<file path="config.mk">
export PLATFORM = sky130hd
export DESIGN_NAME = clk_loss_monitor
export DESIGN_NICKNAME = d
export VERILOG_FILES = /design/src/rtl/mcd_pkg.sv /design/src/rtl/mcd_level_sync.sv /design/src/rtl/mcd_stall_timer.sv /design/src/rtl/mcd_cause_latch.sv /design/src/rtl/clk_loss_monitor.sv
export SDC_FILE = /design/constraint.sdc
export NUM_CORES = 1
export LEC_CHECK = 0
export ABC_AREA = 1
export BUFFER_PORTS_ARGS = -buffer_cell sky130_fd_sc_hd__buf_4
export CAP_MARGIN = 0
export CORE_MARGIN = 5
export CORE_UTILIZATION = 50
export CTS_BUF_LIST = sky130_fd_sc_hd__clkbuf_16
export CTS_CLUSTER_DIAMETER = 200
export CTS_CLUSTER_SIZE = 14
export DETAILED_ROUTE_END_ITERATION = 10
export PLACE_DENSITY = 0.68
export SYNTH_ARGS = -nofsm -noshare
export SYNTH_HDL_FRONTEND = slang
export SYNTH_SLANG_ARGS = --single-unit
</file>
<file path="constraint.sdc">
create_clock -name ref_clk -period 3.4 [get_ports ref_clk]
set_input_delay 0.68 -clock ref_clk [delete_from_list [all_inputs] [get_ports ref_clk]]
set_output_delay 0.68 -clock ref_clk [all_outputs]
set_load 0.005 [all_outputs]
</file>
<file path="src/rtl/mcd_pkg.sv">
package mcd_pkg;

    // Synchronizer and edge-history state for the monitored level
    typedef struct packed {
        logic meta;   // first capture stage
        logic level;  // second capture stage, safe to use
        logic last;   // previous safe sample
    } mcd_sync_t;

    // Sticky cause state
    typedef struct packed {
        logic seen;
    } mcd_cause_t;

endpackage

</file>
<file path="src/rtl/mcd_level_sync.sv">
module mcd_level_sync
    import mcd_pkg::*;
(
    input  logic clk,
    input  logic rst_n,
    input  logic async_in,
    output logic level_change
);

    mcd_sync_t st_d, st_q;

    always_comb begin
        st_d       = st_q;
        st_d.meta  = async_in;
        st_d.level = st_q.meta;
        st_d.last  = st_q.level;
    end

    always_ff @(posedge clk or negedge rst_n) begin
        if (!rst_n) st_q <= '0;
        else        st_q <= st_d;
    end

    assign level_change = st_q.level ^ st_q.last;

endmodule

</file>
<file path="src/rtl/mcd_stall_timer.sv">
module mcd_stall_timer #(
    parameter int unsigned TIMEOUT_CYCLES = 1000
) (
    input  logic clk,
    input  logic rst_n,
    input  logic enable,
    input  logic restart,
    output logic expired
);

    localparam int unsigned CW = $clog2(TIMEOUT_CYCLES + 1);
    localparam logic [CW-1:0] LIMIT = CW'(TIMEOUT_CYCLES);

    typedef struct packed {
        logic [CW-1:0] cnt;
        logic          en_prev;
        logic          hit;
    } timer_t;

    timer_t t_d, t_q;

    always_comb begin
        t_d         = t_q;
        t_d.en_prev = enable;
        if (!enable || restart || !t_q.en_prev) begin
            // disabled, level changed, or enable just rose: restart window
            t_d.cnt = '0;
            t_d.hit = 1'b0;
        end else begin
            if (t_q.cnt != LIMIT) t_d.cnt = t_q.cnt + 1'b1;
            t_d.hit = (t_d.cnt == LIMIT);
        end
    end

    always_ff @(posedge clk or negedge rst_n) begin
        if (!rst_n) t_q <= '0;
        else        t_q <= t_d;
    end

    assign expired = t_q.hit;

endmodule

</file>
<file path="src/rtl/mcd_cause_latch.sv">
module mcd_cause_latch
    import mcd_pkg::*;
(
    input  logic clk,
    input  logic rst_n,
    input  logic set,
    output logic flag
);

    mcd_cause_t c_d, c_q;

    always_comb begin
        c_d      = c_q;
        c_d.seen = c_q.seen | set;
    end

    always_ff @(posedge clk or negedge rst_n) begin
        if (!rst_n) c_q <= '0;
        else        c_q <= c_d;
    end

    assign flag = c_q.seen;

endmodule

</file>
<file path="src/rtl/clk_loss_monitor.sv">
module clk_loss_monitor #(
    parameter int unsigned TIMEOUT_CYCLES = 1000
) (
    input  logic ref_clk,
    input  logic ref_rst_n,
    input  logic mon_clk,
    input  logic det_enable,
    output logic reset_req,
    output logic clk_lost_cause
);

    logic level_change;

    mcd_level_sync u_sync (
        .clk          (ref_clk),
        .rst_n        (ref_rst_n),
        .async_in     (mon_clk),
        .level_change (level_change)
    );

    mcd_stall_timer #(.TIMEOUT_CYCLES(TIMEOUT_CYCLES)) u_timer (
        .clk     (ref_clk),
        .rst_n   (ref_rst_n),
        .enable  (det_enable),
        .restart (level_change),
        .expired (reset_req)
    );

    mcd_cause_latch u_cause (
        .clk   (ref_clk),
        .rst_n (ref_rst_n),
        .set   (reset_req),
        .flag  (clk_lost_cause)
    );

endmodule

</file>
==> results of run 1 <==
==> kinds of logic after synthesis <==
kind of cell	synth area share
AO/OA/AOI/OAI	0.03565
buffers and inverters	0.04376
adder cells (fa/ha/maj)	0.03241
XOR/XNOR	0.04539
AND/OR/NAND/NOR	0.3241
flip-flops	0.5186
==> worst max-delay path: cells and delay by family, from the launching register on <==
kind	cells	cell delay (ns)
AOI/OAI and AO/OA	1	0.12
adders and majority gates	1	0.14
buffers and inverters	1	0.10
DFF	1	0.43
and+or+nand+nor	5	0.58
==> power by group through the flow <==
stage	logic (mW)	registers [mW]	clock network [mW]
2_1_floorplan	0.00535	0.199	0
3_3_place_gp	0.0129	0.199	0
3_5_place_dp	0.0129	0.199	0
4_1_cts	0.0129	0.196	0.230
5_1_grt	0.0148	0.196	0.242
6_report	0.0126	0.196	0.224
==> cell usage in the layout (no fill, tap or decap) <==
cell type   n
xor2_1      3
buf_4       5
clkbuf_16   3
nand2_1    21
o21bai_1    1
dfrtp_1    16
ha_1        2
o21ai_1     1
nor2_1     14
nand3_1     6
nand3b_1    2
xnor2_1     1
nor2_2      2
nand3_2     1
inv_1       8
nor3_2      1
clkinv_1    1
or2_2       1
nand4_1     2
nor2_4      2
a21oi_1     3
inv_2       1
==> how the worst min path moves through the flow <==
stage	end	slack, ns	cells after the start	from
floorplan	u_sync.st_d[0]	0.33	0	u_sync.st_d[1]
global placement	u_sync.st_d[0]	0.33	0	u_sync.st_d[1]
detailed placement	u_sync.st_d[0]	0.33	0	u_sync.st_d[1]
CTS	u_timer.t_q[5]	0.29	1	ref_rst_n
global route	u_timer.expired	0.29	1	ref_rst_n
finish	u_timer.expired	0.28	1	ref_rst_n
==> final cells by class <==
class / count / area share
clock buffers: 3 / 0.08264
clock inverters: 1 / 0.004132
inverters: 9 / 0.03719
multi-input cells: 63 / 0.3719
flip-flops and latches: 16 / 0.4408
well taps: 16 / 0.02204
repair buffers: 5 / 0.04132
==> sequential cells by signal, indices dropped and copies added, names as in the netlist <==
register and flops:
u_timer.t_q 11, u_cause.flag 1, u_timer.expired 1, u_sync.st_d 2
u_sync.st_q 1
==> layer usage <==
metal,GRT usage,vias to the layer above,part of all wire
li1,-,296,-
met1,0.1590,262,0.47
met2,0.1845,18,0.47
met3,0.03058,2,0.058
met4,0.08072,0,0.0090
met5,0,-,0
==> metrics by stage <==
step                instances  setup WS (ns)  utilization
floorplan                  88          2.116            -
global placement          109          2.000       0.5571
detailed placement        109          1.948       0.5571
CTS                       113          1.933       0.6101
global route              113          1.806       0.6101
finish                    113          1.933       0.6101
==> results.md, run 1 <==
* Most common cell in the synthesized netlist: nand2_1
* Total gr overflow at 0
* Logic pwr share at 0.029
* Dpl hpwl at 985.6 um
* Yosys top cell area share at 0.5186
* ANT cells at 0
* Ratio of cells with drive above 1 in the final layout at 0.1649
* WP data arrival at 1.63 ns
* Bufs on Longest Clock Path at 2
* Clock transition at path regs at 0.05 ns
* Final Skew at 0.001062 ns
* Reg area at 400.4 sq um
* R2R setup slack at 1.93 ns
* Syn Inst Count at 88
* Asr flop ratio synth at 1.000
* Seq pwr share at 0.454
* Cts hold-fix bufs at 0
* Internal cell power at 353.9 uW
* DR vias/cell at 5.115
* Post-DRT Antenna Nets at 0
* Worst-skew pair later-pin latency at 0.24 ns
* # Max-Cap Violations at 0
* Most frequent cells after synthesis: nand2_1, dfrtp_1, nor2_1, inv_1, nand3_1
* Maximum vdd drop at 0.3133 mV
* Die width at 49.30 um
* CP Class: reg2reg
* Min Hold Slack at 0.2846 ns
* Nature of the critical path endpoint: flop
* Setup crit start: u_timer.t_q[2]
* WP data required at 3.56 ns
* Slowest-stage cell, CP: dfrtp_1
* Postcts setup bufs at 0
* PwrDens at 476.2 nW/um^2
* # IOs at 6
* Clock Sinks at 16
* Final routed DRC violation total at 0
* Mean Syn Cell Area at 8.773 sq um
* Vias in the first global route at 562
* Standard-cell row count at 14
* Crit path max fanout at 4
* # fillers at 120
* CTS tree: done
* Yosys cell types at 19
* H-tree lvl count at 1
* Ys Warns at 0
* Pin count of the biggest net entering global routing at 17
* Worst slew margin relative to its limit at 0.8428
* Final Power at 432.6 uW
* Setup crit start kind: flop
* Crit-path cells: inv_1 -> ha_1 -> nand2_1 -> nor2_1 -> nand3_1 -> o21ai_1 -> nand3b_1 -> nor3_2
* Nets at 104
* Drt pass-1 iters at 4
* FMAX at 681.5 MHz
* Total negative slack at 0 ns
* Worst reg2reg path endpoint: u_timer.expired
* GPL Wtd Cong at 0.8246
* DP Area at 829.5 sq um
* Period utilization at 0.4316
* Initial Util at 0.5185
* Class of the worst hold path: in2async
* Slowest stage delay, CP at 0.43 ns
* Tot GR Track Use at 0.1247
* Cell taking the most area after synthesis: dfrtp_1
* Final setup viols at 0
* Port buffer count at 5
* Synth Cell Area at 772.0 sq um
* Total CTS buffers at 3
* Number of synthesized flops with an enable pin at 0
* Layout area overhead at 17.67%
* Sequential fraction of the synthesis area at 0.5186
* Switching portion of total power at 0.1819
* Post-CTS Resized at 0
* Hold Violations, Final at 0
* Clk pwr share at 0.517
* Pins Over Slew Limit at 0
* Design area at 908.4 sq um
* Worst-Margin Slew at 0.2350 ns
* Initial DRC Count at 15
* NetSw at 78.70 uW
* DR WL/cell at 11.83 um
* Tmin final at 1.467 ns
* Die height at 49.30 um
* Reg2reg start: u_timer.t_q[2]
* Post-synthesis register bit count at 16
* Placeable Area at 1489 sq um
* Outcome: finished, final reports clean
* Top cells by area, synth: dfrtp_1, nand2_1, nor2_1, nand3_1, inv_1
* Area of the multi-input gates at 337.8 sq um
* RSZ-0062 raised after global routing: false
* Leakage at 0.3992 nW
* DIE AREA at 2430 sq um
* First-pass GRT wire length at 2318 um
* Syn_nets at 94
* Ys flop type: dfrtp_1
* Clk Tree Root Cell: clkbuf_16
* R2R depth at 8
* WL final at 1337 um
* CP endpoint: u_timer.expired
* Initial antenna violation count at 0
* Vias at 578
Note: power is estimated with default switching activity, not from simulation.
==> run 2: changes to the inputs <==
--- a/config.mk
+++ b/config.mk
@@ -5,7 +5,7 @@
 export SDC_FILE = /design/constraint.sdc
 export NUM_CORES = 1
 export LEC_CHECK = 0
-export ABC_AREA = 1
+export ABC_AREA = 0
 export BUFFER_PORTS_ARGS = -buffer_cell sky130_fd_sc_hd__buf_4
 export CAP_MARGIN = 0
 export CORE_MARGIN = 5
==> constraint.sdc (replaced) <==
create_clock -name ref_clk -period 1.4 [get_ports ref_clk]
set_input_delay 0.28 -clock ref_clk [delete_from_list [all_inputs] [get_ports ref_clk]]
set_output_delay 0.28 -clock ref_clk [all_outputs]
set_load 0.005 [all_outputs]
==> results.md, run 2 <==
* Outcome: complete, but fails checks
* Violated checks: setup timing
* Grt met3 use at 0.04651
* Bufs on Longest Clock Path at 2
* PwrDens at 860.3 nW/um^2
* Standard-cell row count at 14
* Commonest non-fill, non-tap cells in the layout: buf_4, dfrtp_1, nor2_1
* Syn_nets at 87
* Initial Util at 0.5441
* Final routed DRC violation total at 0
* Syn Inst Count at 81
* Worst-skew pair later-pin latency at 0.24 ns
* Mean Syn Cell Area at 10.47 sq um
* Clk Tree Root Cell: clkbuf_16
* Nature of the critical path endpoint: flop
* Met1 usage at 0.2436
* ANT cells at 0
* Ratio of cells with drive above 1 in the final layout at 0.4492
* # IOs at 6
* Setup crit start kind: flop
* Setup WS pre-CTS at -0.2914 ns
* Asr flop ratio synth at 1.000
* WP data required at 1.58 ns
* Met2 Use GR at 0.3240
* Cell taking the most area after synthesis: dfrtp_1
* Most frequent cells after synthesis: dfrtp_1, nor2_1, inv_1
* Clock Sinks at 16
* Worst reg2reg path endpoint: u_timer.expired
* Pins Over Slew Limit at 0
* Yosys top cell area share at 0.4720
* Reg2reg start: u_timer.t_q[2]
* Gr busiest metal: met2
* Leakage at 0.5378 nW
* RSZ-0062 raised after global routing: true
* Vias in the first global route at 784
* CP Class: reg2reg
* Dpl hpwl at 1425 um
* CP endpoint: u_timer.expired
* Sequential fraction of the synthesis area at 0.4720
* DR WL/cell at 16.65 um
* Max FFs per register at 11
* Placeable Area at 1559 sq um
* FMAX at 587.3 MHz
* DP Cell Count at 126
* Worst slew margin relative to its limit at 0.7922
* Ys Warns at 0
* Port buffer count at 5
* Final setup viols at 5
* Final Skew at 0.002141 ns
* Clock transition at path regs at 0.05 ns
* WL final at 2231 um
* Total negative slack at -0.8617 ns
* Ys flop type: dfrtp_1
* Die width at 51.19 um
* Adder-Cell Fraction of Synth Area at 0.02950
* Maximum vdd drop at 0.8986 mV
* Number of synthesized flops with an enable pin at 0
* Initial DRC Count at 9
* DIE AREA at 2620 sq um
* Pin count of the biggest net entering global routing at 17
* Final Power at 1.086 mW
* Initial antenna violation count at 0
* Post-synthesis simple-gate area fraction at 0.2758
* Period utilization at 1.216
* Commonest non-fill, non-tap cell in the layout: buf_4
* Final WS setup at -0.3027 ns
* Drt pass-1 iters at 4
* # Max-Cap Violations at 0
* Die height at 51.19 um
* Top reg by flops: u_timer.t_q
* Setup crit start: u_timer.t_q[2]
* Crit path max fanout at 4
* Synth Cell Area at 848.3 sq um
* Tot GR Track Use at 0.1973
* First-pass GRT wire length at 3774 um
* Most common cell in the synthesized netlist: dfrtp_1
* Post-DRT Antenna Nets at 0
* GPL Wtd Cong at 0.8272
* Compound-gate portion of the synthesized area at 0.1106
* Top cells by area, synth: dfrtp_1, nor2_1, xnor2_1, ha_1, o2111a_1
* Vias at 776
* Non-Filler Instances at 134
* WP data arrival at 1.88 ns
* R2R setup slack at -0.30 ns
* CTS tree: done
* Yosys cell types at 37
* Hold Violations, Final at 0
* Worst-Margin Slew at 0.3091 ns
* H-tree lvl count at 1
* Post-Synth XOR/XNOR Area at 0.05162
* Class of the worst hold path: in2reg
* Post-synthesis register bit count at 16
* Tmin final at 1.703 ns
* Largest family of logic cells by synthesized area: simple AND/OR/NAND/NOR gates
* Utilization of the core after routing at 0.8098
* DR vias/cell at 5.791
* R2R depth at 6
* Nets at 125
* Total CTS buffers at 3
* Layout area overhead at 48.82%
* Total gr overflow at 0
* Multiplexer area fraction after synthesis at 0.01180
## run 2: cell count changes after synthesis, moves of 3 or more
| cell | previous run | this run |
|---|---|---|
| nand3_1 | 6 | 3 |
| inv_1 | 8 | 4 |
| buf_2 | 0 | 3 |
| nor4_1 | 0 | 3 |
| nor2_1 | 14 | 8 |
| nor3_1 | 0 | 3 |
| nand2_1 | 21 | 2 |
## run 2: layout make-up
cell class                 instances  area [sq um]
clock buffer                       3         75.07
clock inverter                     1         3.754
fill                              86         296.5
inverter                           4         15.01
multi-input combinational         57         457.9
sequential                        16         402.9
tap                               16         20.02
timing repair buffer              37         287.8
## run 2: what timing repair did
item / CTS / global route
resized for setup: 5 / 4
setup endpoints to repair: 5 / 7
hold endpoints to repair: 16 / 0
buffers inserted: 1 / 2
pin swaps: 3 / 2
hold buffers: 1 / 0
## run 2: worst min-delay path by stage
| stage | cells after the start | startpoint | end |
|---|---|---|---|
| after detailed placement | 1 | ref_rst_n | u_timer.t_q[1] |
| after global routing | 1 | mon_clk | u_sync.st_d[1] |
| after global placement | 1 | ref_rst_n | u_timer.t_q[1] |
| after CTS | 1 | mon_clk | u_sync.st_d[1] |
| after floorplan | 0 | ref_rst_n | u_cause.flag |
| final | 1 | mon_clk | u_sync.st_d[1] |
## run 2: cells by family (layout without fill, tap and decap cells)
| kind of cell | count (synthesis) | after routing |
|---|---|---|
| compound gates | 13 | 13 |
| xor+xnor | 5 | 5 |
| fa+ha+maj | 2 | 2 |
| buf+inv | 8 | 45 |
| flops | 16 | 16 |
| mux | 1 | 1 |
| simple gates | 36 | 36 |
## run 2: power breakdown
| part | leakage, nW | total, mW | internal [mW] | switching (mW) |
|---|---|---|---|---|
| registers | 0.211 | 0.477 | 0.472 | 0.00540 |
| logic | 0.289 | 0.0589 | 0.0280 | 0.0309 |
| clock network | 0.0385 | 0.550 | 0.378 | 0.172 |
| total | 0.538 | 1.09 | 0.878 | 0.208 |
## run 2: critical path, stage by stage (launching register included)
cell      delay, ns
dfrtp_2        0.42
inv_2          0.08
ha_4           0.19
or3b_1         0.34
mux2i_1        0.19
o2111a_1       0.22
and4bb_1       0.19
## run 2: per-stage QoR
step	hold slack [ns]	cell area, sq um
after global placement	0.1476	1106
after global routing	0.1389	1262
after floorplan	-0.01559	864.6
after CTS	0.1400	1230
final	0.1416	1262
after detailed placement	0.1491	1106
## run 2: routing by layer
| metal | wire [um] | up-vias |
|---|---|---|
| met5 | 0 | - |
| met1 | 1019 | 380 |
| met3 | 82 | 9 |
| li1 | - | 370 |
| met4 | 82 | 0 |
| met2 | 1046 | 17 |
==> run 3: changes to the inputs <==
--- a/config.mk
+++ b/config.mk
@@ -17,4 +17,5 @@
 export PLACE_DENSITY = 0.68
 export SYNTH_ARGS = -nofsm -noshare
 export SYNTH_HDL_FRONTEND = slang
+export SYNTH_HIERARCHICAL = 1
 export SYNTH_SLANG_ARGS = --single-unit
==> results.md, run 3 <==
* Initial antenna violation count at 0
* Most frequent cells after synthesis: dfrtp_1, nor2_1, inv_1, xor2_1, nand2_1
* Vias in the first global route at 850
* NetSw at 219.9 uW
* Clk pwr share at 0.508
* CTS tree: done
* Final routed DRC violation total at 0
* Hold Violations, Final at 0
* CP Class: reg2reg
* Switching portion of total power at 0.1992
* WP data arrival at 1.75 ns
* DP Area at 1130 sq um
* DIE AREA at 2720 sq um
* H-tree lvl count at 1
* Worst-Margin Slew at 0.3276 ns
* Initial DRC Count at 27
* Violated checks: setup timing
* Total gr overflow at 0
* Slowest stage delay, CP at 0.43 ns
* Clk Tree Root Cell: clkbuf_16
* FMAX at 624.2 MHz
* WL final at 2574 um
* DR vias/cell at 5.673
* Sequential fraction of the synthesis area at 0.4507
* Depth of the worst hold-timing path at 1
* Total negative slack at -0.4016 ns
* Nature of the critical path endpoint: flop
* Bufs on Longest Clock Path at 2
* Setup WS pre-CTS at -0.2479 ns
* Seq pwr share at 0.433
* Worst-skew pair later-pin latency at 0.25 ns
* Final setup viols at 6
* Clock Sinks at 16
* R2R depth at 5
* Cell taking the most area after synthesis: dfrtp_1
* Top cells by area, synth: dfrtp_1, xor2_1, nor2_1, a211oi_1, ha_1
* Maximum vdd drop at 0.6421 mV
* Period utilization at 1.144
* CP Buf/Inv Count at 1
* Nets at 129
* Drt pass-1 iters at 4
* Syn Inst Count at 92
* Pins Over Slew Limit at 0
* Clock transition at path regs at 0.05 ns
* Max FFs per register at 11
* Mean Syn Cell Area at 9.656 sq um
* Tmin final at 1.602 ns
* Ratio of cells with drive above 1 in the final layout at 0.4590
* GPL Wtd Cong at 0.8440
* Total CTS buffers at 3
* Internal cell power at 884.1 uW
* Die height at 52.15 um
* Ys Warns at 6
* RSZ-0062 raised after global routing: true
* Vias at 834
* Cell family with most CP delay: simple AND/OR/NAND/NOR gates
* Number of synthesized flops with an enable pin at 0
* Pin count of the biggest net entering global routing at 17
* ANT cells at 0
* Post-DRT Antenna Nets at 0
* Placeable Area at 1708 sq um
* Post-synthesis register bit count at 16
* Outcome: complete, but fails checks
* Setup crit start kind: flop
* Final Skew at 0.003213 ns
* Class of the worst hold path: in2reg
* Standard-cell row count at 15
* Initial Util at 0.5201
* Min Hold Slack at 0.1395 ns
* Design area at 1311 sq um
* # IOs at 6
* Syn_nets at 98
* Commonest non-fill, non-tap cells in the layout: buf_4, dfrtp_1, nor2_1
* Synth Cell Area at 888.4 sq um
* Ys flop type: dfrtp_1
* # Max-Cap Violations at 0
* Top reg by flops: u_timer/t_q
* Slowest-stage cell, CP: dfrtp_1
* Commonest non-fill, non-tap cell in the layout: buf_4
* Yosys top cell area share at 0.4507
* Yosys cell types at 34
* WP depth at 5
* Die width at 52.15 um
* Tot GR Track Use at 0.2075
* Port buffer count at 5
* PwrDens at 842.0 nW/um^2
* WP data required at 1.55 ns
* First-pass GRT wire length at 4015 um
* Layout area overhead at 47.61%
* Worst slew margin relative to its limit at 0.7803
* Crit path max fanout at 3
* Final WS setup at -0.2019 ns
* DR WL/cell at 17.51 um
* Asr flop ratio synth at 1.000
* Logic pwr share at 0.059
* Crit-path cells: buf_6 -> nand3_1 -> or3_4 -> mux2i_2 -> nor4_2
* Most common cell in the synthesized netlist: dfrtp_1
* Leakage at 0.5671 nW
* Dpl hpwl at 1391 um
run 3: kinds of logic (layout without fill, tap and decap cells):
kind of cell,after synthesis,count (layout),share of synthesized area
and+or+nand+nor,41,41,0.2676
adders and majority gates,2,2,0.02816
buffers and inverters,13,43,0.06900
xor gates and xnor gates,8,8,0.07888
muxes,2,2,0.02394
AOI/OAI and AO/OA,10,10,0.08169
DFF,16,16,0.4507
run 3: power groups by stage:
stage / logic [mW] / registers [mW] / clock network (mW)
CTS: 0.0594 / 0.478 / 0.552
global route: 0.0712 / 0.479 / 0.597
detailed placement: 0.0516 / 0.485 / 0
finish: 0.0651 / 0.478 / 0.561
floorplan: 0.0271 / 0.482 / 0
global placement: 0.0510 / 0.485 / 0
run 3: area by class of cell:
class	count	area (sq um)
well taps	25	31.28
inverters	6	25.02
multi-input cells	63	516.7
repair buffers	33	257.7
clock inverters	1	3.754
clock buffers	3	75.07
fillers	116	396.6
flip-flops and latches	16	401.6
run 3: metrics by stage:
stage,cells,power (mW),util
after global routing,147,1.147,0.7678
final,147,1.104,0.7678
after floorplan,92,0.5092,-
after CTS,146,1.090,0.7480
after global placement,140,0.5361,0.6615
after detailed placement,140,0.5369,0.6615
run 3: path summary, 6_finish.rpt:
kind	startpoint	to	slack, ns
setup / recovery	u_timer/t_q[3]	u_timer/expired	-0.20
hold / removal	mon_clk	u_sync/st_d[1]	0.14
setup reg to reg	u_timer/t_q[3]	u_timer/expired	-0.20
hold reg to reg	u_sync/st_d[1]	u_sync/st_d[0]	0.36
max in group asynchronous	ref_rst_n	u_timer/t_q[2]	0.77
min in group asynchronous	ref_rst_n	u_sync/st_q[0]	0.43
run 3: layer usage:
layer,vias to the layer above,share of wire,global-route usage
met3,8,0.042,0.05158
met5,-,0,0
li1,377,-,-
met2,35,0.51,0.3619
met4,0,0.027,0.04681
met1,414,0.42,0.2563
run 3: what timing repair did:
item	in CTS	in global routing
endpoints found under the setup margin	7	8
setup buffers	1	1
resized for setup	12	8
hold buffers	1	0
hold endpoints to repair	16	0
pin swaps	2	1
